$ cat src/rtl/lcdu_pkg.sv
package lcdu_pkg;
    localparam int WORD_W  = 32;
    localparam int CH_W    = 8;
    localparam int SLOT_W  = $clog2(WORD_W);
    localparam int LOG_CNT = $clog2(WORD_W) + 1;

    typedef enum logic [2:0] {
        FMT_IDX  = 3'd0,
        FMT_5551 = 3'd1,
        FMT_565  = 3'd2,
        FMT_444  = 3'd3,
        FMT_888  = 3'd4
    } fmt_e;

    typedef enum logic [1:0] {
        ORD_LE      = 2'd0,
        ORD_BE_WORD = 2'd1,
        ORD_BE_SUB  = 2'd2
    } ord_e;

    typedef struct packed {
        fmt_e       fmt;
        logic [2:0] bpp_log;
        logic       red_low;
        ord_e       ord;
    } mode_t;
endpackage

$ cat src/rtl/lcdu_mode_dec.sv
module lcdu_mode_dec
    import lcdu_pkg::*;
(
    input  logic [2:0] depth,
    input  logic       ext_mode,
    input  logic [1:0] mux_sel,
    input  logic       bgr,
    input  logic       be_byte,
    input  logic       be_pix,
    output mode_t      mode
);
    logic [2:0] eff_depth;

    always_comb begin
        // basic variant folds codes 6 and 7 onto the 16-bit code
        eff_depth = (!ext_mode && depth[2:1] == 2'b11) ? 3'd4 : depth;

        mode.red_low = bgr;
        mode.ord     = be_byte ? ORD_BE_WORD : (be_pix ? ORD_BE_SUB : ORD_LE);
        mode.fmt     = FMT_IDX;
        mode.bpp_log = eff_depth;

        case (eff_depth)
            3'd4: begin
                if (ext_mode) begin
                    mode.fmt = FMT_5551;
                end else begin
                    case (mux_sel)
                        2'd1: mode.fmt = FMT_5551;
                        2'd3: begin
                            mode.fmt     = FMT_565;
                            mode.red_low = 1'b1;
                        end
                        default: mode.fmt = FMT_565;
                    endcase
                end
            end
            3'd5: begin
                mode.fmt     = FMT_888;
                mode.bpp_log = 3'd5;
            end
            3'd6: begin
                mode.fmt     = FMT_565;
                mode.bpp_log = 3'd4;
            end
            3'd7: begin
                mode.fmt     = FMT_444;
                mode.bpp_log = 3'd4;
            end
            default: begin
                mode.fmt     = FMT_IDX;
                mode.bpp_log = eff_depth;
            end
        endcase
    end
endmodule

$ cat src/rtl/lcdu_slot_sel.sv
module lcdu_slot_sel
    import lcdu_pkg::*;
(
    input  logic [WORD_W-1:0] word,
    input  logic [SLOT_W-1:0] slot,
    input  logic [2:0]        bpp_log,
    input  ord_e              ord,
    output logic [WORD_W-1:0] field
);
    localparam int POS_W = SLOT_W + 1;

    logic [WORD_W-1:0] cand [LOG_CNT];

    for (genvar g = 0; g < LOG_CNT; g++) begin : g_width
        localparam int BW = 1 << g;
        localparam logic [WORD_W-1:0] MASK =
            (BW >= WORD_W) ? {WORD_W{1'b1}} : ((WORD_W'(1) << BW) - WORD_W'(1));

        logic [POS_W-1:0] lo;
        logic [POS_W-1:0] pos;

        assign lo = POS_W'({1'b0, slot} << g);

        if (BW < CH_W) begin : g_sub
            always_comb begin
                case (ord)
                    ORD_BE_WORD: pos = POS_W'(WORD_W - BW) - lo;
                    ORD_BE_SUB:  pos = {lo[POS_W-1:3], 3'b000}
                                       + POS_W'(CH_W - BW)
                                       - {{(POS_W-3){1'b0}}, lo[2:0]};
                    default:     pos = lo;
                endcase
            end
        end else begin : g_full
            always_comb begin
                if (ord == ORD_BE_WORD) pos = POS_W'(WORD_W - BW) - lo;
                else                    pos = lo;
            end
        end

        assign cand[g] = (word >> pos) & MASK;
    end

    always_comb begin
        field = '0;
        for (int i = 0; i < LOG_CNT; i++) begin
            if (32'(bpp_log) == i) field = cand[i];
        end
    end
endmodule

$ cat src/rtl/lcdu_chan_expand.sv
module lcdu_chan_expand
    import lcdu_pkg::*;
(
    input  logic [WORD_W-1:0] field,
    input  fmt_e              fmt,
    input  logic              red_low,
    output logic [3*CH_W-1:0] rgb,
    output logic [CH_W-1:0]   index,
    output logic              is_index
);
    logic [CH_W-1:0] c_lo, c_mid, c_hi;

    always_comb begin
        c_lo     = '0;
        c_mid    = '0;
        c_hi     = '0;
        is_index = 1'b0;
        index    = '0;
        case (fmt)
            FMT_5551: begin
                c_lo  = {field[4:0],   3'b000};
                c_mid = {field[9:5],   3'b000};
                c_hi  = {field[14:10], 3'b000};
            end
            FMT_565: begin
                c_lo  = {field[4:0],   3'b000};
                c_mid = {field[10:5],  2'b00};
                c_hi  = {field[15:11], 3'b000};
            end
            FMT_444: begin
                c_lo  = {field[3:0],  4'b0000};
                c_mid = {field[7:4],  4'b0000};
                c_hi  = {field[11:8], 4'b0000};
            end
            FMT_888: begin
                c_lo  = field[7:0];
                c_mid = field[15:8];
                c_hi  = field[23:16];
            end
            default: begin
                is_index = 1'b1;
                index    = field[CH_W-1:0];
            end
        endcase
        rgb = red_low ? {c_lo, c_mid, c_hi} : {c_hi, c_mid, c_lo};
    end
endmodule

$ cat src/rtl/lcdu_line_len.sv
module lcdu_line_len #(
    parameter int COL_W = 12
) (
    input  logic [COL_W-1:0] cols,
    input  logic [2:0]       bpp_log,
    output logic [COL_W+1:0] bytes
);
    logic [COL_W+1:0] wide;

    assign wide = {2'b00, cols};

    always_comb begin
        case (bpp_log)
            3'd0:    bytes = wide >> 3;
            3'd1:    bytes = wide >> 2;
            3'd2:    bytes = wide >> 1;
            3'd3:    bytes = wide;
            3'd4:    bytes = wide << 1;
            default: bytes = wide << 2;
        endcase
    end
endmodule

$ cat src/rtl/lcd_pix_unpack.sv
module lcd_pix_unpack
    import lcdu_pkg::*;
#(
    parameter int COL_W = 12
) (
    input  logic                clk,
    input  logic                rst_n,
    input  logic                word_valid,
    output logic                word_ready,
    input  logic [WORD_W-1:0]   word_data,
    input  logic [2:0]          depth,
    input  logic                ext_mode,
    input  logic [1:0]          mux_sel,
    input  logic                bgr,
    input  logic                be_byte,
    input  logic                be_pix,
    input  logic [COL_W-1:0]    cols,
    output logic [COL_W+1:0]    line_bytes,
    output logic                pix_valid,
    input  logic                pix_ready,
    output logic [3*CH_W-1:0]   pix_rgb,
    output logic [CH_W-1:0]     pix_index,
    output logic                pix_idx_stb
);
    localparam int LB_W = COL_W + 2;

    typedef struct packed {
        logic [WORD_W-1:0] word;
        mode_t             mode;
        logic              busy;
        logic [SLOT_W-1:0] slot;
        logic [LB_W-1:0]   lbytes;
    } state_t;

    state_t st_d, st_q;

    mode_t             live_mode;
    logic [LB_W-1:0]   live_bytes;
    logic [WORD_W-1:0] field;
    logic [SLOT_W:0]   ppw;
    logic              last_slot;
    logic              fire;
    logic              take;
    logic              is_idx;

    lcdu_mode_dec u_dec (
        .depth    (depth),
        .ext_mode (ext_mode),
        .mux_sel  (mux_sel),
        .bgr      (bgr),
        .be_byte  (be_byte),
        .be_pix   (be_pix),
        .mode     (live_mode)
    );

    lcdu_line_len #(.COL_W(COL_W)) u_len (
        .cols    (cols),
        .bpp_log (live_mode.bpp_log),
        .bytes   (live_bytes)
    );

    lcdu_slot_sel u_sel (
        .word    (st_q.word),
        .slot    (st_q.slot),
        .bpp_log (st_q.mode.bpp_log),
        .ord     (st_q.mode.ord),
        .field   (field)
    );

    lcdu_chan_expand u_exp (
        .field    (field),
        .fmt      (st_q.mode.fmt),
        .red_low  (st_q.mode.red_low),
        .rgb      (pix_rgb),
        .index    (pix_index),
        .is_index (is_idx)
    );

    assign ppw        = (SLOT_W + 1)'(WORD_W) >> st_q.mode.bpp_log;
    assign last_slot  = ({1'b0, st_q.slot} == ppw - 1'b1);
    assign fire       = st_q.busy && pix_ready;
    assign word_ready = !st_q.busy || (fire && last_slot);
    assign take       = word_valid && word_ready;

    assign pix_valid   = st_q.busy;
    assign pix_idx_stb = st_q.busy && is_idx;
    assign line_bytes  = st_q.lbytes;

    always_comb begin
        st_d        = st_q;
        st_d.lbytes = live_bytes;
        if (take) begin
            st_d.word = word_data;
            st_d.mode = live_mode;
            st_d.busy = 1'b1;
            st_d.slot = '0;
        end else if (fire) begin
            if (last_slot) st_d.busy = 1'b0;
            else           st_d.slot = st_q.slot + 1'b1;
        end
    end

    always_ff @(posedge clk or negedge rst_n) begin
        if (!rst_n) st_q <= '0;
        else        st_q <= st_d;
    end
endmodule

$ cat config.mk
export PLATFORM = sky130hd
export DESIGN_NAME = lcd_pix_unpack
export DESIGN_NICKNAME = d
export VERILOG_FILES = /design/src/rtl/lcdu_pkg.sv /design/src/rtl/lcdu_mode_dec.sv /design/src/rtl/lcdu_slot_sel.sv /design/src/rtl/lcdu_chan_expand.sv /design/src/rtl/lcdu_line_len.sv /design/src/rtl/lcd_pix_unpack.sv
export SDC_FILE = /design/constraint.sdc
export NUM_CORES = 1
export LEC_CHECK = 0
export BUFFER_PORTS_ARGS = -buffer_cell sky130_fd_sc_hd__buf_2
export CAP_MARGIN = 10
export CORE_MARGIN = 3
export CORE_UTILIZATION = 35
export CTS_CLUSTER_SIZE = 25
export DETAILED_ROUTE_END_ITERATION = 8
export GPL_ROUTABILITY_DRIVEN = 0
export MAX_ROUTING_LAYER = met4
export REMOVE_ABC_BUFFERS = 1
export SKIP_CTS_REPAIR_TIMING = 1
export SYNTH_ARGS = -nofsm -noshare
export SYNTH_HDL_FRONTEND = slang
export SYNTH_SLANG_ARGS = --single-unit
$ cat constraint.sdc
create_clock -name clk -period 7.5 [get_ports clk]
set_clock_uncertainty 0.1 [all_clocks]
set_input_delay 0.75 -clock clk [delete_from_list [all_inputs] [get_ports clk]]
set_output_delay 0.75 -clock clk [all_outputs]
set_load 0.03 [all_outputs]
Yosys cells after proc, flatten, opt, wreduce, memory -nomap -nowiden
Index checks and enable logic that the tools add are counted.
{ "totals": {"reg_bits": 61, "input_bits": 57, "output_inout_bits": 49, "wordCells": 103} }
{ "op_classes": {"add_sub_neg": 14, "eq_ne": 24, "shift": 7, "muxes": 33, "reduce_logical": 17} }
{ "op_table": {"columns": ["operator", "count"], "rows": [
  ["$pmux 14 s5", 1],
  ["$pmux 8 s4", 2],
  ["$mux 24", 2],
  ["$pmux 6 s2", 3],
  ["$shr 32x6->1", 1],
  ["$shr 32x6->16", 1],
  ["$shr 32x6->2", 1],
  ["$shr 32x6->24", 1],
  ["$shr 32x6->4", 1],
  ["$shr 32x6->8", 1],
  ["$mux 6", 5],
  ["$eq 3x3->1 const B", 8],
  ["$pmux 8 s3", 1],
  ["$sub 5x6->6 const A", 4],
  ["$eq 3x2->1 const B", 6],
  ["$sub 6x3->6", 3],
  ["$mux 16", 1],
  ["$mux 8", 2],
  ["$add 6x3->6 const B", 2],
  ["$pmux 3 s4", 1],
  ["$mux 2", 5],
  ["$eq 3x1->1 const B", 3],
  ["$add 5x3->6 const B", 1],
  ["$eq 2x2->1 const B", 3],
  ["other kinds (21)", 36]
]} }

Logic depth before layout (Yosys ltp)
{ "logic_depth": {"ltp_word": 12, "mapped_depth": 14, "ltp_nobuf": 11} }

Cells and area by module
Synthesis repeated with hierarchy kept, for this count alone.
{ "hier_totals": {"hier_cells": 742, "hier_area_um2": 6745.2} }
{ "by_module_without_submodules": {"columns": ["module", "instances", "cells_per_inst", "area_each_um2", "seq_area_each_um2"], "rows": [
  ["lcd_pix_unpack", 1, 169, 2656.3, 1526.5],
  ["lcdu_slot_sel", 1, 348, 2418.6, 0.0],
  ["lcdu_chan_expand", 1, 118, 907.1, 0.0],
  ["lcdu_line_len", 1, 89, 661.9, 0.0],
  ["lcdu_mode_dec", 1, 18, 101.3, 0.0]
]} }

Least setup slack after synthesis
No wires, ideal clock.
{ "synth_timing": {"path_kind": "register to output", "start": "register st_q[15] (netlist bit)", "end": "output pix_rgb[16]", "t_arrival_ps": 3610, "t_required_ps": 6650, "path_slack_ps": 3040, "path_stages_with_launch": 13, "path_buffers": 3, "cell_sequence": "dfrtp_1 buf_6 clkinv_1 clkbuf_1 ha_1 clkbuf_1 o21bai_1 o221ai_1 a32o_1 or4_1 nand3_1 nor2_1 a221oi_1"} }
{ "synth_between": {"elab_chain_len": 11} }
{ "synth_rtl": {"columns": ["item", "line", "source"], "rows": [
  ["from (decl)", "lcd_pix_unpack.sv:35", "state_t st_d, st_q;"],
  ["from (signal assigned)", "lcd_pix_unpack.sv:105", "else st_q <= st_d;"],
  ["parallel branches: the longest is 7 deep, another holds $add 6x3->6", null, null],
  ["$mux 16 (*)", "lcdu_slot_sel.sv:47", "if (32'(bpp_log) == i) field = cand[i];"],
  ["$mux 24 (*)", "lcdu_slot_sel.sv:47", null],
  ["$pmux 8 s3 (*)", "lcdu_chan_expand.sv:19", "case (fmt)"],
  ["$mux 24 (*)", "lcdu_chan_expand.sv:45", "rgb = red_low ? {c_lo, c_mid, c_hi} : {c_hi, c_mid, c_lo};"],
  ["to (decl)", "lcd_pix_unpack.sv:21", "output logic [3*CH_W-1:0] pix_rgb,"]
]} }
Mark *: on every way between the ends.

Worst setup path in the final report
{ "layout_timing": {"start": "register st_q[21] (netlist bit)", "end": "output pix_rgb[15]"} }
{ "layout_between": {"elab_chain_len": 8} }
{ "layout_rtl": {"columns": ["item", "line", "source"], "rows": [
  ["$eq 2x1->1 (*)", "lcdu_slot_sel.sv:36", "if (ord == ORD_BE_WORD) pos = POS_W'(WORD_W - BW) - lo;"],
  ["$mux 6", "lcdu_slot_sel.sv:36", null],
  ["$shr 32x6->8", "lcdu_slot_sel.sv:41", "assign cand[g] = (word >> pos) & MASK;"],
  ["$mux 8", "lcdu_slot_sel.sv:47", null],
  ["$mux 16", "lcdu_slot_sel.sv:47", null],
  ["$mux 24 (*)", "lcdu_slot_sel.sv:47", null],
  ["$pmux 8 s4 (*)", "lcdu_chan_expand.sv:19", null],
  ["$mux 24 (*)", "lcdu_chan_expand.sv:45", null]
]} }
Mark *: on every way between the ends. The rest lies on a longest branch, timed or not.

==> results.toml <==
[run_status]
status = "finished, final reports clean"

[synthesis]
synthTopCellsByArea = "dfrtp_1 23%, mux2_1 5.8%, mux4_2 4.8%"
ys_types = 83
synth_area_leader_cell = "dfrtp_1"
ys_seq_area_share_pct = 23.3
yosysMostFrequentCell = "nand2_1"
synth_edf_count = 0
synthCells = 807
netlist_top_cells_count = "65 x nand2_1, 62 x nor2_1, 61 x dfrtp_1"
yosysTopAreaCellShare_pct = 23.3
synth.avg_cell_area_um2 = 8.12
syn-cell-area_um2 = 6550
yosysWarnings = 0
ys.flop_type = "dfrtp_1"
synth-async-reset-ratio_pct = 100
ys_seq_elements = 61

[die]
die_w_um = 143
row_count = 49
ios = 106
fp.dieH_um = 143
floorplan.initialDensity_pct = 36.1
fp.dieArea_um2 = 20400
coreArea_um2 = 18100

[final_layout]
final-seq-area_um2 = 1530
layout.nets = 898
multi_input_area_um2 = 4400
final_cells = 1069
layout-drive-gt1-share_pct = 20.8
syn2layout_area_growth_pct = 9.68
fillers = 1899

[route]
antenna_left = 0
dr.pass1.iters = 6
drt_iter0_drc = 666
wl_per_cell_um = 20.7
num_vias = 6723
totalWireLength_um = 22100
route.met3.wl_um = 2090
drt-met1-wl_um = 9420
top_layer_used = "met4"
wl_met2_um = 9790
vias_per_cell = 6.29
post-route-drc-count = 0

[clock_network]
cts_buffers = 9
cts_htree_levels = 3
cts_tree = "done"
cts.sinks = 61
root_buffer = "clkbuf_16"
clk_pin_slew_ns = 0.05
clk_latency_ns = 0.34
clockBufferDepth = 2

[job]
maxCapViolCount = 0

[timing]
timing_hold_violations_final = 0
slew_headroom_pct = 19.2
finalCritPeriodShare_pct = 73.9
slew_violations = 0
rsz0062_at_grt = "false"
worst_slack_ns = 1.95
setup_viol = 0
worst_slew_pin_slew_ns = 1.21
setup-tns-final_ns = 0
period_minus_slack_ns = 5.55
fmax_mhz = 180

[global_routing]
grt_max_degree = 63
grt_pass1_wl_um = 35000
grt_overflow = 0
grt_pass1_vias = 6231
antenna_found_initial = 1
grt_usage_pct = 22.0

[power_and_ir_drop]
p_per_area_nw_per_um2 = 399
power_uw = 2860
ir_drop_mv = 0.176
leakage_uw = 0.00298

[place]
hpwl_um = 15800
pre_cts_ws_ns = 2.38
place_inst = 1051
io_buffers = 105

[critical_path]
crit_type = "flip-flop to primary output"
critical_path_arrival_ns = 4.70
worstPathMaxFanout = 21
required_ns = 6.65
critPathLaunchType = "flip-flop"
crit_path_end_kind = "primary output"

[min_path]
hold_class = "flip-flop to flip-flop"
## power by group
group	leakage (uW)	switching, uW	internal [uW]	total [uW]
clock network	0.000150	160	258	418
logic	0.00203	1070	656	1730
registers	0.000797	302	417	719
total	0.00298	1530	1330	2860
## placed cells by master (no fill, tap or decap), types with 4 or more instances in the layout
| master | Yosys | final |
|---|---|---|
| inv_1 | 27 | 27 |
| nand2_1 | 65 | 65 |
| ha_1 | 8 | 8 |
| and3_1 | 5 | 5 |
| mux2_1 | 34 | 34 |
| nor3b_1 | 7 | 7 |
| o221ai_1 | 12 | 12 |
| a221oi_1 | 17 | 17 |
| a31oi_1 | 16 | 16 |
| o21ai_0 | 41 | 41 |
| mux2_2 | 5 | 5 |
| a21oi_1 | 49 | 49 |
| mux2i_1 | 20 | 20 |
| a22o_1 | 9 | 9 |
| buf_4 | 16 | 5 |
| mux4_2 | 14 | 14 |
| nand3_1 | 17 | 17 |
| a32oi_1 | 8 | 8 |
| o2111ai_1 | 6 | 6 |
| dfrtp_1 | 61 | 61 |
| nor2b_1 | 32 | 32 |
| nand4_1 | 4 | 4 |
| a41oi_1 | 4 | 4 |
| and2_1 | 5 | 5 |
| buf_2 | 16 | 105 |
| nor3_1 | 20 | 20 |
| o21a_1 | 4 | 4 |
| a211oi_1 | 22 | 22 |
| or2_2 | 4 | 4 |
| a2111oi_0 | 7 | 7 |
| a21o_1 | 4 | 4 |
| clkbuf_16 | 0 | 9 |
| nand2b_1 | 16 | 16 |
| a22oi_1 | 13 | 13 |
| a21boi_0 | 6 | 6 |
| o211ai_1 | 4 | 4 |
| nor2_1 | 62 | 62 |
| o22ai_1 | 14 | 14 |
## stage by stage
| step | utilization (%) | instance area, um2 | hold WS (ns) |
|---|---|---|---|
| 2_1_floorplan | - | 6030 | 0.354 |
| 3_3_place_gp | 37.9 | 6880 | 0.394 |
| 3_5_place_dp | 37.9 | 6880 | 0.406 |
| 4_1_cts | 39.6 | 7180 | 0.427 |
| 5_1_grt | 39.6 | 7180 | 0.465 |
| 6_report | 39.6 | 7190 | 0.416 |
## layout make-up
class | count | share of cell area, %
Inverter | 29 | 1.51
Clock inverter | 7 | 1.04
Multi-Input combinational cell | 622 | 61.2
Timing Repair Buffer | 110 | 7.84
Tap cell | 229 | 3.99
Sequential cell | 61 | 21.2
Antenna cell | 2 | 0.0697
Clock buffer | 9 | 3.13
## critical path, cell delays in order, from the launching register on
cell      delay [ns]
dfrtp_1         0.39
inv_1           0.06
ha_1            0.61
ha_1            0.55
or3b_2          0.48
a21oi_1         0.95
a221oi_1        0.39
nor2b_1         0.25
o21bai_1        0.13
a22oi_1         0.10
o21ai_0         0.21
buf_2           0.23
## per-layer routing
metal	vias up	global-route usage, %
met5	-	-
met4	0	8.90
met3	72	4.15
met2	377	32.0
met1	3180	30.0
li1	3094	-
## flip-flops by register name, summed over array words and instances (netlist names)
register    cells
pix_valid       1
st_q           46
line_bytes     14
## cells by family after synthesis
kind of cell               after synthesis  share of synthesized area [%]
DFF                                     61                           23.3
xor gates and xnor gates                 5                          0.669
AOI/OAI and AO/OA                      278                           30.5
muxes                                   73                           14.6
buffers and inverters                  124                           9.61
and+or+nand+nor                        258                           19.8
adders and majority gates                8                           1.53
## worst paths after layout
check                                           from                    to  slack, ns  cells after the start
worst min-delay path            st_q[21]$_DFFE_PN0P_  st_q[21]$_DFFE_PN0P_       0.42                      2
max in group asynchronous                      rst_n  st_q[32]$_DFFE_PN0P_       6.29                      2
worst min register to register  st_q[21]$_DFFE_PN0P_  st_q[21]$_DFFE_PN0P_       0.42                      2
worst max-delay path            st_q[21]$_DFFE_PN0P_           pix_rgb[15]       1.95                     11
worst max register to register  st_q[24]$_DFFE_PN0P_  st_q[56]$_DFFE_PN0P_       3.28                     10
min in group asynchronous                      rst_n  st_q[49]$_DFFE_PN0P_       0.48                      2
Note: power is estimated with default switching activity, not from simulation.
